<file path="src/rtl/smem_pkg.sv">
package smem_pkg;
  typedef enum logic {
    DIR_RD = 1'b0,
    DIR_WR = 1'b1
  } smem_dir_e;
endpackage

</file>
<file path="src/rtl/smem_cfg_sel.sv">
module smem_cfg_sel #(
  parameter int CNT_W = 4,
  parameter int LEN_W = CNT_W + 2
) (
  input  logic             dir_i,
  input  logic [CNT_W-1:0] rd_setup_i,
  input  logic [CNT_W-1:0] rd_pulse_i,
  input  logic [CNT_W-1:0] rd_cycle_i,
  input  logic [CNT_W-1:0] wr_setup_i,
  input  logic [CNT_W-1:0] wr_pulse_i,
  input  logic [CNT_W-1:0] wr_cycle_i,
  output logic [LEN_W-1:0] setup_o,
  output logic [LEN_W-1:0] pend_o,
  output logic [LEN_W-1:0] len_o,
  output logic             over_o
);
  import smem_pkg::*;

  function automatic logic [LEN_W-1:0] eff_pulse(input logic [CNT_W-1:0] p);
    return (p == '0) ? LEN_W'(1) : LEN_W'(p);
  endfunction

  function automatic logic overrun(input logic [LEN_W-1:0] strobe_end,
                                   input logic [CNT_W-1:0] c);
    return strobe_end > LEN_W'(c);
  endfunction

  function automatic logic [LEN_W-1:0] eff_len(input logic [LEN_W-1:0] strobe_end,
                                               input logic [CNT_W-1:0] c);
    return overrun(strobe_end, c) ? strobe_end + LEN_W'(1) : LEN_W'(c);
  endfunction

  logic [CNT_W-1:0] s_sel, p_sel, c_sel;
  logic [LEN_W-1:0] end_sel;

  always_comb begin
    if (smem_dir_e'(dir_i) == DIR_WR) begin
      s_sel = wr_setup_i;
      p_sel = wr_pulse_i;
      c_sel = wr_cycle_i;
    end else begin
      s_sel = rd_setup_i;
      p_sel = rd_pulse_i;
      c_sel = rd_cycle_i;
    end
    end_sel = LEN_W'(s_sel) + eff_pulse(p_sel);
  end

  assign setup_o = LEN_W'(s_sel);
  assign pend_o  = end_sel;
  assign len_o   = eff_len(end_sel, c_sel);
  assign over_o  = overrun(end_sel, c_sel);
endmodule

</file>
<file path="src/rtl/smem_seq.sv">
module smem_seq #(
  parameter int CNT_W = 4,
  parameter int LEN_W = CNT_W + 2
) (
  input  logic             clk,
  input  logic             rst_n,
  input  logic             start_i,
  input  logic             read_i,
  input  logic [LEN_W-1:0] setup_i,
  input  logic [LEN_W-1:0] pend_i,
  input  logic [LEN_W-1:0] len_i,
  input  logic [CNT_W-1:0] float_i,
  output logic             busy_o,
  output logic             strobe_o,
  output logic             strobe_end_o,
  output logic             last_o,
  output logic             idle_o,
  output logic [CNT_W-1:0] float_cnt_o
);
  logic             busy_q, rd_q;
  logic [LEN_W-1:0] idx_q, setup_q, pend_q, len_q;
  logic [CNT_W-1:0] flt_q;

  assign last_o = busy_q && (idx_q == len_q - LEN_W'(1));

  always_ff @(posedge clk or negedge rst_n) begin
    if (!rst_n) begin
      busy_q  <= 1'b0;
      rd_q    <= 1'b0;
      idx_q   <= '0;
      setup_q <= '0;
      pend_q  <= '0;
      len_q   <= LEN_W'(1);
      flt_q   <= '0;
    end else if (busy_q) begin
      if (last_o) begin
        busy_q <= 1'b0;
        if (rd_q) flt_q <= float_i;
      end else begin
        idx_q <= idx_q + LEN_W'(1);
      end
    end else if (flt_q != '0) begin
      flt_q <= flt_q - CNT_W'(1);
    end else if (start_i) begin
      busy_q  <= 1'b1;
      rd_q    <= read_i;
      idx_q   <= '0;
      setup_q <= setup_i;
      pend_q  <= pend_i;
      len_q   <= len_i;
    end
  end

  assign busy_o       = busy_q;
  assign strobe_o     = busy_q && (idx_q >= setup_q) && (idx_q < pend_q);
  assign strobe_end_o = busy_q && (idx_q == pend_q - LEN_W'(1));
  assign idle_o       = !busy_q && (flt_q == '0);
  assign float_cnt_o  = flt_q;
endmodule

</file>
<file path="src/rtl/smem_strobe_gen.sv">
module smem_strobe_gen #(
  parameter int AW    = 16,
  parameter int DW    = 8,
  parameter int CNT_W = 4
) (
  input  logic             clk,
  input  logic             rst_n,
  input  logic [CNT_W-1:0] cfg_rd_setup,
  input  logic [CNT_W-1:0] cfg_rd_pulse,
  input  logic [CNT_W-1:0] cfg_rd_cycle,
  input  logic [CNT_W-1:0] cfg_wr_setup,
  input  logic [CNT_W-1:0] cfg_wr_pulse,
  input  logic [CNT_W-1:0] cfg_wr_cycle,
  input  logic [CNT_W-1:0] cfg_float,
  input  logic             req_valid,
  input  logic             req_write,
  input  logic [AW-1:0]    req_addr,
  input  logic [DW-1:0]    req_wdata,
  output logic             req_ready,
  output logic             mem_cs_n,
  output logic             mem_rd_n,
  output logic             mem_wr_n,
  output logic [AW-1:0]    mem_addr,
  output logic [DW-1:0]    mem_dout,
  output logic             mem_doe,
  input  logic [DW-1:0]    mem_din,
  output logic [DW-1:0]    rsp_rdata,
  output logic             rsp_done,
  output logic             cfg_err
);
  localparam int LEN_W = CNT_W + 2;

  logic [LEN_W-1:0] sel_setup, sel_pend, sel_len;
  logic             sel_over;
  logic             acc_start, seq_busy, seq_strobe, seq_strobe_end, seq_last, seq_idle;
  logic [CNT_W-1:0] flt_cnt;
  logic             wr_q, err_q, done_q;
  logic [AW-1:0]    addr_q;
  logic [DW-1:0]    wdata_q, rdata_q;

  assign acc_start = req_valid && seq_idle;

  smem_cfg_sel #(.CNT_W(CNT_W), .LEN_W(LEN_W)) cfg_sel_i (
    .dir_i      (req_write),
    .rd_setup_i (cfg_rd_setup),
    .rd_pulse_i (cfg_rd_pulse),
    .rd_cycle_i (cfg_rd_cycle),
    .wr_setup_i (cfg_wr_setup),
    .wr_pulse_i (cfg_wr_pulse),
    .wr_cycle_i (cfg_wr_cycle),
    .setup_o    (sel_setup),
    .pend_o     (sel_pend),
    .len_o      (sel_len),
    .over_o     (sel_over)
  );

  smem_seq #(.CNT_W(CNT_W), .LEN_W(LEN_W)) seq_i (
    .clk          (clk),
    .rst_n        (rst_n),
    .start_i      (acc_start),
    .read_i       (!req_write),
    .setup_i      (sel_setup),
    .pend_i       (sel_pend),
    .len_i        (sel_len),
    .float_i      (cfg_float),
    .busy_o       (seq_busy),
    .strobe_o     (seq_strobe),
    .strobe_end_o (seq_strobe_end),
    .last_o       (seq_last),
    .idle_o       (seq_idle),
    .float_cnt_o  (flt_cnt)
  );

  always_ff @(posedge clk or negedge rst_n) begin
    if (!rst_n) begin
      wr_q    <= 1'b0;
      err_q   <= 1'b0;
      addr_q  <= '0;
      wdata_q <= '0;
    end else if (acc_start) begin
      wr_q    <= req_write;
      err_q   <= sel_over;
      addr_q  <= req_addr;
      wdata_q <= req_wdata;
    end
  end

  always_ff @(posedge clk or negedge rst_n) begin
    if (!rst_n) begin
      rdata_q <= '0;
      done_q  <= 1'b0;
    end else begin
      done_q <= seq_last;
      if (seq_strobe_end && !wr_q) rdata_q <= mem_din;
    end
  end

  assign req_ready = seq_idle;
  assign mem_cs_n  = !seq_busy;
  assign mem_rd_n  = !(seq_strobe && !wr_q);
  assign mem_wr_n  = !(seq_strobe && wr_q);
  assign mem_addr  = addr_q;
  assign mem_dout  = wdata_q;
  assign mem_doe   = seq_busy && wr_q;
  assign rsp_rdata = rdata_q;
  assign rsp_done  = done_q;
  assign cfg_err   = seq_busy && err_q;
endmodule

</file>
<file path="config.mk">
export PLATFORM = sky130hd
export DESIGN_NAME = smem_strobe_gen
export DESIGN_NICKNAME = d
export VERILOG_FILES = /design/src/rtl/smem_pkg.sv /design/src/rtl/smem_cfg_sel.sv /design/src/rtl/smem_seq.sv /design/src/rtl/smem_strobe_gen.sv
export SDC_FILE = /design/constraint.sdc
export NUM_CORES = 1
export LEC_CHECK = 0
export ABC_AREA = 1
export ABC_CLOCK_PERIOD_IN_PS = 1780
export BUFFER_PORTS_ARGS = -buffer_cell sky130_fd_sc_hd__buf_2
export CAP_MARGIN = 30
export CORE_MARGIN = 2
export CORE_UTILIZATION = 30
export DETAILED_ROUTE_END_ITERATION = 10
export PLACE_DENSITY = 0.6
export SKIP_CTS_REPAIR_TIMING = 1
export SLEW_MARGIN = 20
export SYNTH_ARGS = -nofsm -noshare
export SYNTH_HDL_FRONTEND = slang
export SYNTH_SLANG_ARGS = --single-unit
</file>
<file path="constraint.sdc">
create_clock -name clk -period 1.78 [get_ports clk]
set_input_delay 0.178 -clock clk [delete_from_list [all_inputs] [get_ports clk]]
set_output_delay 0.178 -clock clk [all_outputs]
set_load 0.05 [all_outputs]
</file>
Word-level counts from Yosys, hierarchy flattened
Index checks and enable logic that the tools add are counted.
- flip-flop bits (word level): 63
- bits in latches: 0
- bits in writable memories: 0
- ROM bits: 0
- bits of input ports: 64
- output and inout bits: 39
- word-level logic and storage cells: 71
- memories kept: 0
- $add $sub $neg: 6
- multipliers: 0
- div/mod/pow operators: 0
- $lt $le $gt $ge: 3
- equal/unequal tests: 6
- shift operators: 0
- mux-type cells: 17
- bitwise gates (word level): 2
- reduce and logical (&&, ||, !) cells: 24
- operators with widths (cell ; count):
    4-bit 2-to-1 mux ; 8
    6-bit 2-to-1 mux ; 5
    6-bit by 1-bit adder with 6-bit output (second input constant) ; 2
    6-bit == test ; 2
    6-bit by 1-bit subtractor with 6-bit output (second input constant) ; 2
    1-bit logical AND ; 11
    3-bit AND reduction ; 3
    4-bit zero test ; 2
    4-bit by 6-bit adder with 6-bit output ; 1
    6-bit by 4-bit >= comparator with 1-bit output ; 1
    6-bit by 4-bit > comparator with 1-bit output ; 1
    6-bit < comparator ; 1
    2-bit inequality test (second input constant) ; 3
    1-bit zero test ; 5
    1-bit 2-to-1 mux ; 4
    2-bit nonzero test ; 2
    4-bit nonzero test ; 1
    4-bit by 1-bit subtractor with 4-bit output (second input constant) ; 1
    2-bit by 1-bit inequality test with 1-bit output (second input constant) ; 1
    1-bit NOT ; 2

Longest topological paths before layout
Gate-level depths: netlist of run 1.
- depth after elaboration: 6
- mapped depth: 18
- gate-level depth less buffers: 18

Hierarchy
Synthesis of run 1 repeated with hierarchy kept, for this count alone.
- cell total of the unflattened synthesis: 538
- area total of the unflattened synthesis: 4112.7 µm²
- modules (own cells, without submodules) (module ; times used ; cells an instance ; area each (µm²) ; seq. area each (µm²)):
    smem_seq ; 1 ; 270 ; 2013.2 ; 752.0
    smem_strobe_gen ; 1 ; 158 ; 1466.4 ; 875.8
    smem_cfg_sel ; 1 ; 110 ; 633.1 ; 0.0

Worst setup path before layout of run 1
No wires, ideal clock.
- kind: input to register
- start point: input req_write
- end point: register seq_i.len_q[3]
- data arrival time: 2.567 ns
- required time: 1.654 ns
- setup slack: -0.913 ns
- cell stages on the path: 15
- buffers on the path: 0
- cells stage by stage: or2_2 -> o21ai_0 -> inv_1 -> o311ai_0 -> ha_1 -> fa_1 -> ha_1 -> a21oi_1 -> o21ai_0 -> nand2_1 -> nand2_1 -> inv_1 -> nand2_1 -> nand3_1 -> o21ai_0
- word-level cells in the longest chain between the ends: 6
- elaborated cells between the ends (all ways): 9
- ends and longest elaborated chain (what ; RTL line ; text):
    from (decl) ; smem_strobe_gen.sv:16 ; input logic req_write,
    4-bit 2-to-1 mux ; smem_cfg_sel.sv:37 ; if (smem_dir_e'(dir_i) == DIR_WR) begin
    4-bit zero test ; smem_cfg_sel.sv:20 ; return (p == '0) ? LEN_W'(1) : LEN_W'(p);
    4-bit 2-to-1 mux ; smem_cfg_sel.sv:20 ;
    4-bit by 6-bit adder with 6-bit output (*) ; smem_cfg_sel.sv:46 ; end_sel = LEN_W'(s_sel) + eff_pulse(p_sel);
    via cfg_sel_i.pend_o[1] ; smem_cfg_sel.sv:13 ; output logic [LEN_W-1:0] pend_o,
    6-bit by 1-bit adder with 6-bit output or 6-bit by 4-bit > comparator with 1-bit output (tied branches) ; smem_cfg_sel.sv:30, smem_cfg_sel.sv:25 ;
    6-bit 2-to-1 mux (*) ; smem_cfg_sel.sv:30 ; return overrun(strobe_end, c) ? strobe_end + LEN_W'(1) : LEN_W'(c);
    to (signal assigned) ; smem_seq.sv:50 ; len_q <= len_i;
    to (decl) ; smem_seq.sv:21 ; logic [LEN_W-1:0] idx_q, setup_q, pend_q, len_q;
The timed path passes the listed nets; every way through them passes the cells marked *.
A chain may end at the register's enable or synchronous reset.

Worst setup path in the final report of run 1
- start point: input req_write
- end point: register seq_i.len_q[2]
Same word-level chain as after synthesis.

==> results of run 1 <==
-- metrics by stage --
stage	setup slack [ns]	instance area, um2	power (mW)
after detailed placement	-0.963	4680	7.34
after CTS	-0.624	4990	9.22
after floorplan	-0.675	3680	5.89
final	-0.453	5330	9.72
after global placement	-0.921	4680	7.21
after global routing	-0.611	5330	10.5
-- tightest hold or removal path: stages --
cell and delay (ns):
buf_2 0.08, nand2_1 0.04, nand2_1 0.04
-- worst paths after layout --
kind / from / to / slack (ns) / cells after the start
setup / recovery: req_write / seq_i.len_q[2] / -0.45 / 15
hold / removal: req_addr[12] / mem_addr[12] / 0.05 / 3
setup reg to reg: seq_i.len_q[0] / seq_i.idx_q[3] / -0.15 / 13
hold reg to reg: rsp_rdata[0] / rsp_rdata[0] / 0.46 / 2
max in group asynchronous: rst_n / seq_i.len_q[0] / 1.06 / 3
min in group asynchronous: rst_n / mem_addr[2] / 0.39 / 3
-- area by class of cell --
cell class,count,area [um2],share of cell area
clock buffers,12,246,0.0463
clock inverters,4,70.1,0.0132
inverters,44,173,0.0324
multi-input cells,340,2010,0.378
flip-flops and latches,62,1550,0.292
well taps,143,179,0.0336
repair buffers,165,1090,0.205
-- cell families after synthesis --
family,count (synthesis),synth area share
muxes,3,0.00835
AOI/OAI and AO/OA,47,0.0741
DFF,62,0.432
and+or+nand+nor,255,0.298
xor gates and xnor gates,12,0.0292
adders and majority gates,23,0.0821
buffers and inverters,59,0.0762
-- synthesized netlist by cell type, types with 2 or more instances --
| library cell | number | area share |
|---|---|---|
| o21a_1 | 4 | 0.0084 |
| nand3_1 | 30 | 0.042 |
| inv_1 | 41 | 0.043 |
| nor3_4 | 2 | 0.0090 |
| or2_2 | 4 | 0.0070 |
| xor2_1 | 9 | 0.022 |
| buf_2 | 6 | 0.0084 |
| mux2i_1 | 3 | 0.0084 |
| nor2_1 | 18 | 0.019 |
| o22ai_1 | 2 | 0.0035 |
| buf_4 | 4 | 0.0084 |
| a21oi_1 | 5 | 0.0070 |
| nand2_1 | 186 | 0.19 |
| inv_2 | 3 | 0.0031 |
| dfrtp_1 | 61 | 0.42 |
| xnor2_1 | 3 | 0.0073 |
| ha_1 | 22 | 0.077 |
| o21ai_1 | 4 | 0.0056 |
| o21ai_0 | 25 | 0.035 |
| nor3_1 | 4 | 0.0056 |
| nand4_1 | 8 | 0.014 |
| buf_6 | 4 | 0.013 |
| a31oi_1 | 2 | 0.0035 |
-- where the power goes --
| group | total [mW] | switching, mW | internal [mW] |
|---|---|---|---|
| Combinational | 5.41 | 3.41 | 2.01 |
| Sequential | 2.47 | 0.453 | 2.01 |
| Clock | 1.84 | 0.587 | 1.26 |
-- sequential cells by signal, indices dropped and copies added (netlist names), 4 cells and up --
register,flops
mem_addr,16
mem_dout,8
rsp_rdata,8
seq_i.idx_q,6
seq_i.len_q,6
seq_i.pend_q,5
seq_i.float_cnt_o,4
seq_i.setup_q,4
-- layer usage --
layer | track usage | routed length (um) | vias up
met3 | 0.0367 | 347 | 5
li1 | - | - | 1802
met4 | 0.0350 | 63 | 0
met1 | 0.186 | 4330 | 1580
met2 | 0.246 | 4710 | 80
met5 | 0 | 0 | -
==> metrics.md, run 1 <==
| Metric | Value |
|---|---|
| Status | `finished, violations left` |
| Failing checks | `negative setup slack` |
| Number of synthesized flops with an enable pin | `0` |
| Total Wirelength | `9450 um` |
| Synthesized area per cell | `7.80 um2` |
| Final Max Slew Viols | `0` |
| Max_slew headroom | `0.746` |
| Worst-path clk slew | `0.05 ns` |
| Post-synthesis sequential area ratio | `0.432` |
| Area Growth Syn to Fin | `48.1%` |
| # port buffers | `102` |
| Core area | `11600 um2` |
| CTS Buf Count | `9` |
| Die area | `12900 um2` |
| Yosys cell types | `34` |
| H-tree Lvls | `3` |
| TritonRoute pass-1 iters | `4` |
| Die height | `113 um` |
| I/O pins | `103` |
| Overflow after GRT | `0` |
| DR vias | `3467` |
| Syn Nets | `548` |
| Least-Margin Pin Slew | `0.380 ns` |
| Setup crit start kind | `input pin` |
| Main synth FF type | `dfrtp_1` |
| CP max stage delay | `0.47 ns` |
| CP top delay family | `adder cells` |
| Rows | `39` |
| Filler Cell Count | `1150` |
| Vias in the first global route | `3349` |
| Vias/cell | `4.50` |
| VDD IR max | `0.583 mV` |
| Min Hold Slack | `0.0483 ns` |
| Worst Path Required | `1.99 ns` |
| Data arrival time at the worst-slack endpoint | `2.44 ns` |
| Diode count | `0` |
| Largest net degree at the start of global routing | `63` |
| Wire per inst | `12.3 um` |
| Worst path buffer plus inverter count | `3` |
| Pwr/cell area | `1830 nW/um2` |
| Cells after synthesis | `461` |
| Share of cells above drive strength 1 | `0.394` |
| Gp weighted congestion | `0.846` |
| Drt initial violations | `136` |
| Highest Clock Rate | `0.448 GHz` |
| Final ANT Viol Nets | `0` |
| Clock insertion delay at the later pin of the skew report | `0.32 ns` |
| RSZ-0062 raised after global routing | `yes` |
| Critical path type | `input pin to flop` |
| Nets | `709` |
| Chip width | `113 um` |
| DRC viols | `0` |
| Final setup viols | `28` |
| Total track usage | `0.145` |
| Finished Core Util | `0.460` |
| Setup TNS | `-4.59 ns` |
| Cells along the critical path | `buf_8 > or2_4 > o21ai_2 > inv_2 > o311ai_2 > ha_2 > fa_2 > ha_4 > a21oi_2 > o21ai_1 > nand2_1 > nand2_4 > inv_4 > nor2_1 > o22ai_1` |
| Final critical-path share of the clock period | `1.25` |
| Endpoints failing hold | `0` |
| Critical path's slowest cell | `fa_2` |
| Ys Warns | `0` |
| Crit-path max FO | `7` |
| Post-Layout Cell Count | `770` |
| Synthesized area | `3590 um2` |
| Most common cell after layout, fill and taps aside | `nand2_1` |
| Critical Path Sink Type | `flop` |
| Deepest clock path buffer count | `2` |
| Asr flop ratio synth | `1.00` |
| Cell total after placement | `743` |
| DPL Wire Length | `7100 um` |
| Initial core utilization | `0.311` |
| Synth Register Bits | `62` |
| First-pass GRT wire length | `15100 um` |
| Max_cap viols | `0` |
| TritonCTS clock tree | `yes` |
| Initial antenna violation count | `0` |
| Clk sink count | `62` |
| Most frequent cells in the layout | `nand2_1, buf_2, dfrtp_1` |
| Worst hold path class | `input pin to flop` |
| CTS Root Cell | `clkbuf_16` |
| Min Clock Period, post-route | `2.23 ns` |
| Setup Skew | `0.00480 ns` |
| Setup ws final | `-0.453 ns` |
| Leakage | `2.82 nW` |
Power figures use the tool's default switching activity.
==> inputs of run 2 (changes only) <==
==> constraint.sdc (replaced) <==
create_clock -name clk -period 1.78 [get_ports clk]
set_input_delay 0.267 -clock clk [delete_from_list [all_inputs] [get_ports clk]]
set_output_delay 0.267 -clock clk [all_outputs]
set_load 0.05 [all_outputs]
==> run 2 against run 1 <==
Power increased by 0.67%. Via count increased by 0.26%. Fmax decreased by 6.2%. The flow still finishes with violations (negative setup slack). Sequential power about the same. Final area increased by 0.42%. Die area unchanged. Global-route usage increased by 0.42 points. Sequential share of layout area decreased by 0.076 points. Sequential cell count unchanged. Core utilization increased by 0.19 points. Setup slack got worse by 0.15 ns.
==> metrics.md, run 2 (synthesis gave the netlist of run 1 again) <==
| Metric | Value |
|---|---|
| Status | `finished, violations left (unchanged)` |
| Failing checks | `negative setup slack (unchanged)` |
| Setup ws final | `-0.600 ns (was -0.453 ns)` |
| Setup crit start | `req_write (unchanged)` |
| Cells along the critical path | `buf_8 > or2_4 > o21ai_2 > inv_2 > o311ai_2 > ha_2 > fa_2 > ha_4 > a21oi_2 > o21ai_1 > nand2_1 > nand2_4 > inv_4 > nand2_1 > nand3_1 > o21ai_1 (was buf_8 > or2_4 > o21ai_2 > inv_2 > o311ai_2 > ha_2 > fa_2 > ha_4 > a21oi_2 > o21ai_1 > nand2_1 > nand2_4 > inv_4 > nor2_1 > o22ai_1)` |
| Worst Path Required | `1.99 ns (about the same)` |
| Worst Reg2Reg Path Length in Cells | `13 (unchanged)` |
| TritonRoute pass-1 iters | `4 (unchanged)` |
| Vias in the first global route | `3297 (was 3349)` |
| Worst hold path class | `input pin to flop (unchanged)` |
| Worst R2R End | `seq_i.float_cnt_o[2] (was seq_i.idx_q[3])` |
| Largest net degree at the start of global routing | `50 (was 63)` |
| DR vias | `3476 (was 3467)` |
| Share of cells above drive strength 1 | `0.424 (was 0.394)` |
| Reg-to-Reg Start | `seq_i.len_q[0] (unchanged)` |
| Leakage | `2.77 nW (was 2.82 nW)` |
| Vias/cell | `4.54 (was 4.50)` |
| Setup Skew | `0.00637 ns (was 0.00480 ns)` |
| Clk sink count | `62 (unchanged)` |
| Final setup viols | `28 (unchanged)` |
| Most frequent cells in the layout | `nand2_1, buf_2, dfrtp_1 (unchanged)` |
| Pwr/cell area | `1830 nW/um2 (about the same)` |
| Final Max Slew Viols | `0 (unchanged)` |
| Initial antenna violation count | `0 (unchanged)` |
| DR WL met2 | `4730 um (was 4710 um)` |
| Deepest clock path buffer count | `2 (unchanged)` |
| I/O pins | `103 (unchanged)` |
| Data arrival time at the worst-slack endpoint | `2.59 ns (was 2.44 ns)` |
| Initial core utilization | `0.311 (unchanged)` |
| HP Start | `req_addr[3] (was req_addr[12])` |
| H-tree Lvls | `3 (unchanged)` |
| Endpoints failing hold | `0 (unchanged)` |
| Cell total after placement | `743 (unchanged)` |
| CTS Root Cell | `clkbuf_16 (unchanged)` |
| Drt initial violations | `192 (was 136)` |
| Diode count | `0 (unchanged)` |
| Core area | `11600 um2 (unchanged)` |
| Die area | `12900 um2 (unchanged)` |
| Setup crit start kind | `input pin (unchanged)` |
| Hold endpoint | `mem_addr[3] (was mem_addr[12])` |
| Final critical-path share of the clock period | `1.34 (was 1.25)` |
| CP top delay family | `adder cells (unchanged)` |
| Worst path buffer plus inverter count | `3 (unchanged)` |
| Critical path's slowest cell | `fa_2 (unchanged)` |
| Setup slack, reg-to-reg | `-0.13 ns (was -0.15 ns)` |
| VDD IR max | `0.712 mV (was 0.583 mV)` |
| Critical Path Sink Type | `flop (unchanged)` |
| Wire per inst | `12.6 um (was 12.3 um)` |
| Crit-path max FO | `7 (unchanged)` |
| Rows | `39 (unchanged)` |
| Max_slew headroom | `0.741 (was 0.746)` |
| Overflow after GRT | `0 (unchanged)` |
| First-pass GRT wire length | `15400 um (was 15100 um)` |
| Clock insertion delay at the later pin of the skew report | `0.33 ns (was 0.32 ns)` |
| CTS Buf Count | `9 (unchanged)` |
| Max_cap viols | `0 (unchanged)` |
| Filler Cell Count | `1127 (was 1150)` |
| DRC viols | `0 (unchanged)` |
| Die height | `113 um (unchanged)` |
| Total Wirelength | `9670 um (was 9450 um)` |
| Setup TNS | `-5.39 ns (was -4.59 ns)` |
| Area Growth Syn to Fin | `48.8% (was 48.1%)` |
| # port buffers | `102 (unchanged)` |
| Chip width | `113 um (unchanged)` |
| Min Clock Period, post-route | `2.38 ns (was 2.23 ns)` |
| Routed wl met3 | `430 um (was 347 um)` |
| Max layer used | `met4 (unchanged)` |
| Nets | `704 (was 709)` |
| DPL Wire Length | `7120 um (was 7100 um)` |
| Worst Hold Depth | `3 (unchanged)` |
| Critical path type | `input pin to flop (unchanged)` |
| Most common cell after layout, fill and taps aside | `nand2_1 (unchanged)` |
| TritonCTS clock tree | `yes (unchanged)` |
| Max reg flops | `16 (unchanged)` |
| CP max stage delay | `0.47 ns (about the same)` |
| Highest Clock Rate | `0.420 GHz (was 0.448 GHz)` |
| RSZ-0062 raised after global routing | `yes (unchanged)` |
| Final ANT Viol Nets | `0 (unchanged)` |
| WL met1 | `4370 um (was 4330 um)` |
| Total track usage | `0.149 (was 0.145)` |
| Post-Layout Cell Count | `765 (was 770)` |
| Gp weighted congestion | `0.816 (was 0.846)` |
| Worst-path clk slew | `0.05 ns (about the same)` |
| Least-Margin Pin Slew | `0.378 ns (was 0.380 ns)` |
[run 2: cell types whose count changed in the layout (fill, tap and decap cells not counted), moves of 4 or more]
| cell | previous run | this run |
|---|---|---|
| nand2_1 | 169 | 165 |
| buf_6 | 9 | 13 |
| buf_4 | 53 | 45 |
| nand2_2 | 13 | 18 |
| nor2_2 | 3 | 8 |
| nor2_1 | 15 | 10 |
[run 2: cell type report]
cell class                      count  area [um2]  area share
Clock buffer                       12         236      0.0442
Clock inverter                      4        47.5     0.00889
Inverter                           44         173      0.0323
Multi-Input combinational cell    340        2100       0.393
Sequential cell                    62        1560       0.291
Tap cell                          143         179      0.0335
Timing Repair Buffer              160        1050       0.197
[run 2: worst reg2reg max path, delay by kind of cell (launching register included)]
kind                       cells  cell delay, ns
buffers and inverters          2            0.08
adders and majority gates      1            0.27
DFF                            1            0.54
and+or+nand+nor               10            0.92
[run 2: power breakdown]
group | switching (mW) | leakage (nW) | total [mW] | internal, mW
Clock | 0.609 | 0.137 | 1.69 | 1.08
Sequential | 0.470 | 0.744 | 2.49 | 2.02
Combinational | 3.52 | 1.89 | 5.61 | 2.09
[run 2: per-layer routing]
metal	up-vias	GRT usage
met4	0	0.0520
met1	1585	0.197
met5	-	0
met3	11	0.0335
met2	88	0.242
li1	1792	-
[run 2: worst max-delay path by stage]
stage | end | cells past startpoint
2_1_floorplan | seq_i.len_q[3] | 15
3_3_place_gp | seq_i.len_q[3] | 16
3_5_place_dp | seq_i.len_q[3] | 16
4_1_cts | seq_i.len_q[3] | 16
5_1_grt | seq_i.len_q[1] | 16
6_report | seq_i.len_q[3] | 16
[run 2: metrics by stage]
| step | power (mW) | utilization | setup slack, ns | hold slack (ns) | instance area (um2) |
|---|---|---|---|---|---|
| floorplan | 5.89 | - | -0.764 | -0.0286 | 3680 |
| global placement | 7.24 | 0.403 | -1.01 | 0.201 | 4660 |
| detailed placement | 7.36 | 0.403 | -1.07 | 0.207 | 4660 |
| CTS | 9.09 | 0.428 | -0.730 | -0.144 | 4950 |
| global route | 10.5 | 0.462 | -0.705 | 0.135 | 5350 |
| finish | 9.79 | 0.462 | -0.600 | 0.130 | 5350 |
==> inputs of run 3 (changes only) <==
--- a/config.mk
+++ b/config.mk
@@ -10,9 +10,9 @@
 export BUFFER_PORTS_ARGS = -buffer_cell sky130_fd_sc_hd__buf_2
 export CAP_MARGIN = 30
 export CORE_MARGIN = 2
-export CORE_UTILIZATION = 30
+export CORE_UTILIZATION = 40
 export DETAILED_ROUTE_END_ITERATION = 10
-export PLACE_DENSITY = 0.6
+export PLACE_DENSITY = 0.74
 export SKIP_CTS_REPAIR_TIMING = 1
 export SLEW_MARGIN = 20
 export SYNTH_ARGS = -nofsm -noshare
==> run 3 against run 2 <==
The run still ends with negative setup slack left. Non-clock buffer count is the same. Sequential share of layout area rose by 1.0 points. Final cell count is 4.6% lower. Power decreased by 5.0%. Routed wire length decreased by 4.3%. Hold slack worse by 0.018 ns. Die area shrank 24%. Core utilization grew 13 points. Via count is 1.5% higher. First-iteration DRC count fell by 27%. Final area is 3.4% lower. Critical path type unchanged. Largest cell class unchanged. Largest power group unchanged.
==> metrics.md, run 3 (synthesis gave the netlist of run 1 again) <==
| Metric | Value |
|---|---|
| Min Clock Period, post-route | `2.38 ns (about the same)` |
| Pwr/cell area | `1800 nW/um2 (was 1830 nW/um2)` |
| Vias/cell | `4.83 (was 4.54)` |
| H-tree Lvls | `3 (unchanged)` |
| Leakage | `2.73 nW (was 2.77 nW)` |
| Worst hold path class | `input pin to flop (unchanged)` |
| Overflow after GRT | `0 (unchanged)` |
| Max_slew headroom | `0.753 (was 0.741)` |
| DPL Wire Length | `6870 um (was 7120 um)` |
| Endpoints failing hold | `0 (unchanged)` |
| Clock insertion delay at the later pin of the skew report | `0.35 ns (was 0.33 ns)` |
| Crit-path max FO | `7 (unchanged)` |
| Register Area | `1560 um2 (unchanged)` |
| Total track usage | `0.184 (was 0.149)` |
| Deepest clock path buffer count | `2 (unchanged)` |
| DRC viols | `0 (unchanged)` |
| Setup ws final | `-0.602 ns (was -0.600 ns)` |
| Setup TNS | `-5.33 ns (was -5.39 ns)` |
| Clk sink count | `62 (unchanged)` |
| CP max stage delay | `0.47 ns (about the same)` |
| Final critical-path share of the clock period | `1.34 (about the same)` |
| TritonRoute pass-1 iters | `6 (was 4)` |
| Wire per inst | `12.7 um (was 12.6 um)` |
| # port buffers | `102 (unchanged)` |
| Status | `finished, violations left (unchanged)` |
| Filler Cell Count | `777 (was 1127)` |
| Max_cap viols | `0 (unchanged)` |
| Setup Skew | `0.00643 ns (was 0.00637 ns)` |
| Most common cell after layout, fill and taps aside | `nand2_1 (unchanged)` |
| Fin area | `5160 um2 (was 5350 um2)` |
| Chip width | `98.8 um (was 113 um)` |
| Area of the multi-input gates | `2030 um2 (was 2100 um2)` |
| First-pass GRT wire length | `14700 um (was 15400 um)` |
| Nets | `704 (unchanged)` |
| Final ANT Viol Nets | `0 (unchanged)` |
| Least-Margin Pin Slew | `0.360 ns (was 0.378 ns)` |
| Core area | `8720 um2 (was 11600 um2)` |
| Worst-path clk slew | `0.08 ns (was 0.05 ns)` |
| Failing checks | `negative setup slack (unchanged)` |
| Data arrival time at the worst-slack endpoint | `2.62 ns (was 2.59 ns)` |
| Initial core utilization | `0.412 (was 0.311)` |
| Largest net degree at the start of global routing | `63 (was 50)` |
| Critical path type | `input pin to flop (unchanged)` |
| Vias in the first global route | `3232 (was 3297)` |
| Drt initial violations | `140 (was 192)` |
| Placed cell area | `4610 um2 (was 4660 um2)` |
| Critical Path Sink Type | `flop (unchanged)` |
| VDD IR max | `0.572 mV (was 0.712 mV)` |
| I/O pins | `103 (unchanged)` |
| RSZ-0062 raised after global routing | `yes (unchanged)` |
| Worst Path Required | `2.02 ns (was 1.99 ns)` |
| TritonCTS clock tree | `yes (unchanged)` |
| Die height | `98.8 um (was 113 um)` |
| CTS Buf Count | `9 (unchanged)` |
| DR vias | `3529 (was 3476)` |
| Final setup viols | `26 (was 28)` |
| Rows | `34 (was 39)` |
| CP most frequent cell | `o21ai_1` |
| CTS Root Cell | `clkbuf_8 (was clkbuf_16)` |
| Total Wirelength | `9250 um (was 9670 um)` |
| Setup crit start kind | `input pin (unchanged)` |
| Most frequent cells in the layout | `nand2_1, buf_2, dfrtp_1 (unchanged)` |
| Critical path's slowest cell | `fa_2 (unchanged)` |
| Initial antenna violation count | `0 (unchanged)` |
| Diode count | `0 (unchanged)` |
| Final Max Slew Viols | `0 (unchanged)` |
| Cells along the critical path | `buf_8 > or2_4 > o21ai_2 > inv_2 > o311ai_2 > ha_2 > fa_2 > ha_4 > a21oi_2 > o21ai_1 > nand2_1 > nand2_4 > buf_4 > nand3_1 > o21ai_1 (was buf_8 > or2_4 > o21ai_2 > inv_2 > o311ai_2 > ha_2 > fa_2 > ha_4 > a21oi_2 > o21ai_1 > nand2_1 > nand2_4 > inv_4 > nand2_1 > nand3_1 > o21ai_1)` |
| Max reg flops | `16 (unchanged)` |
| Area Growth Syn to Fin | `43.7% (was 48.8%)` |
| Die area | `9760 um2 (was 12900 um2)` |
| Gp weighted congestion | `0.855 (was 0.816)` |
| Highest Clock Rate | `0.420 GHz (about the same)` |
| Share of cells above drive strength 1 | `0.408 (was 0.424)` |
-- run 3: final cells by class --
type,count,share of cell area
repair buffers,160,0.203
clock buffers,9,0.0240
flip-flops and latches,62,0.301
inverters,44,0.0329
clock inverters,7,0.0187
multi-input cells,340,0.394
well taps,108,0.0262
-- run 3: where the power goes --
group	leakage, nW	internal (mW)	total (mW)	switching, mW
Sequential	0.744	2.01	2.47	0.455
Combinational	1.89	2.02	5.44	3.42
Clock	0.102	0.790	1.39	0.597
-- run 3: worst paths after layout --
check	start	to	slack [ns]	cells past startpoint
min in group asynchronous	rst_n	mem_dout[4]	0.45	3
max in group asynchronous	rst_n	seq_i.len_q[0]	1.01	3
hold / removal	req_addr[12]	mem_addr[12]	0.11	3
setup / recovery	req_write	seq_i.len_q[4]	-0.60	15
setup reg to reg	seq_i.pend_q[0]	rsp_rdata[3]	-0.08	9
hold reg to reg	mem_addr[15]	mem_addr[15]	0.47	2
-- run 3: critical path, delay by kind of cell --
kind                       cells  cell delay (ns)
AOI/OAI and AO/OA              5             0.55
adders and majority gates      3             0.99
buffers and inverters          3             0.31
and+or+nand+nor                4             0.49
-- run 3: metrics by stage --
step	cells	total power, mW	setup slack [ns]	util	hold WS, ns
2_1_floorplan	461	5.89	-0.764	-	-0.0286
3_3_place_gp	707	7.15	-0.995	0.529	0.300
3_5_place_dp	707	7.30	-1.07	0.529	0.304
4_1_cts	723	8.70	-0.697	0.554	-0.0781
5_1_grt	730	10.0	-0.719	0.592	0.107
6_report	730	9.30	-0.602	0.592	0.112
-- run 3: metal layers --
metal,part of all wire,vias up,GRT usage
met2,0.51,86,0.309
met3,0.043,13,0.0369
met1,0.43,1642,0.240
met5,0,-,0
li1,-,1788,-
met4,0.012,0,0.0548
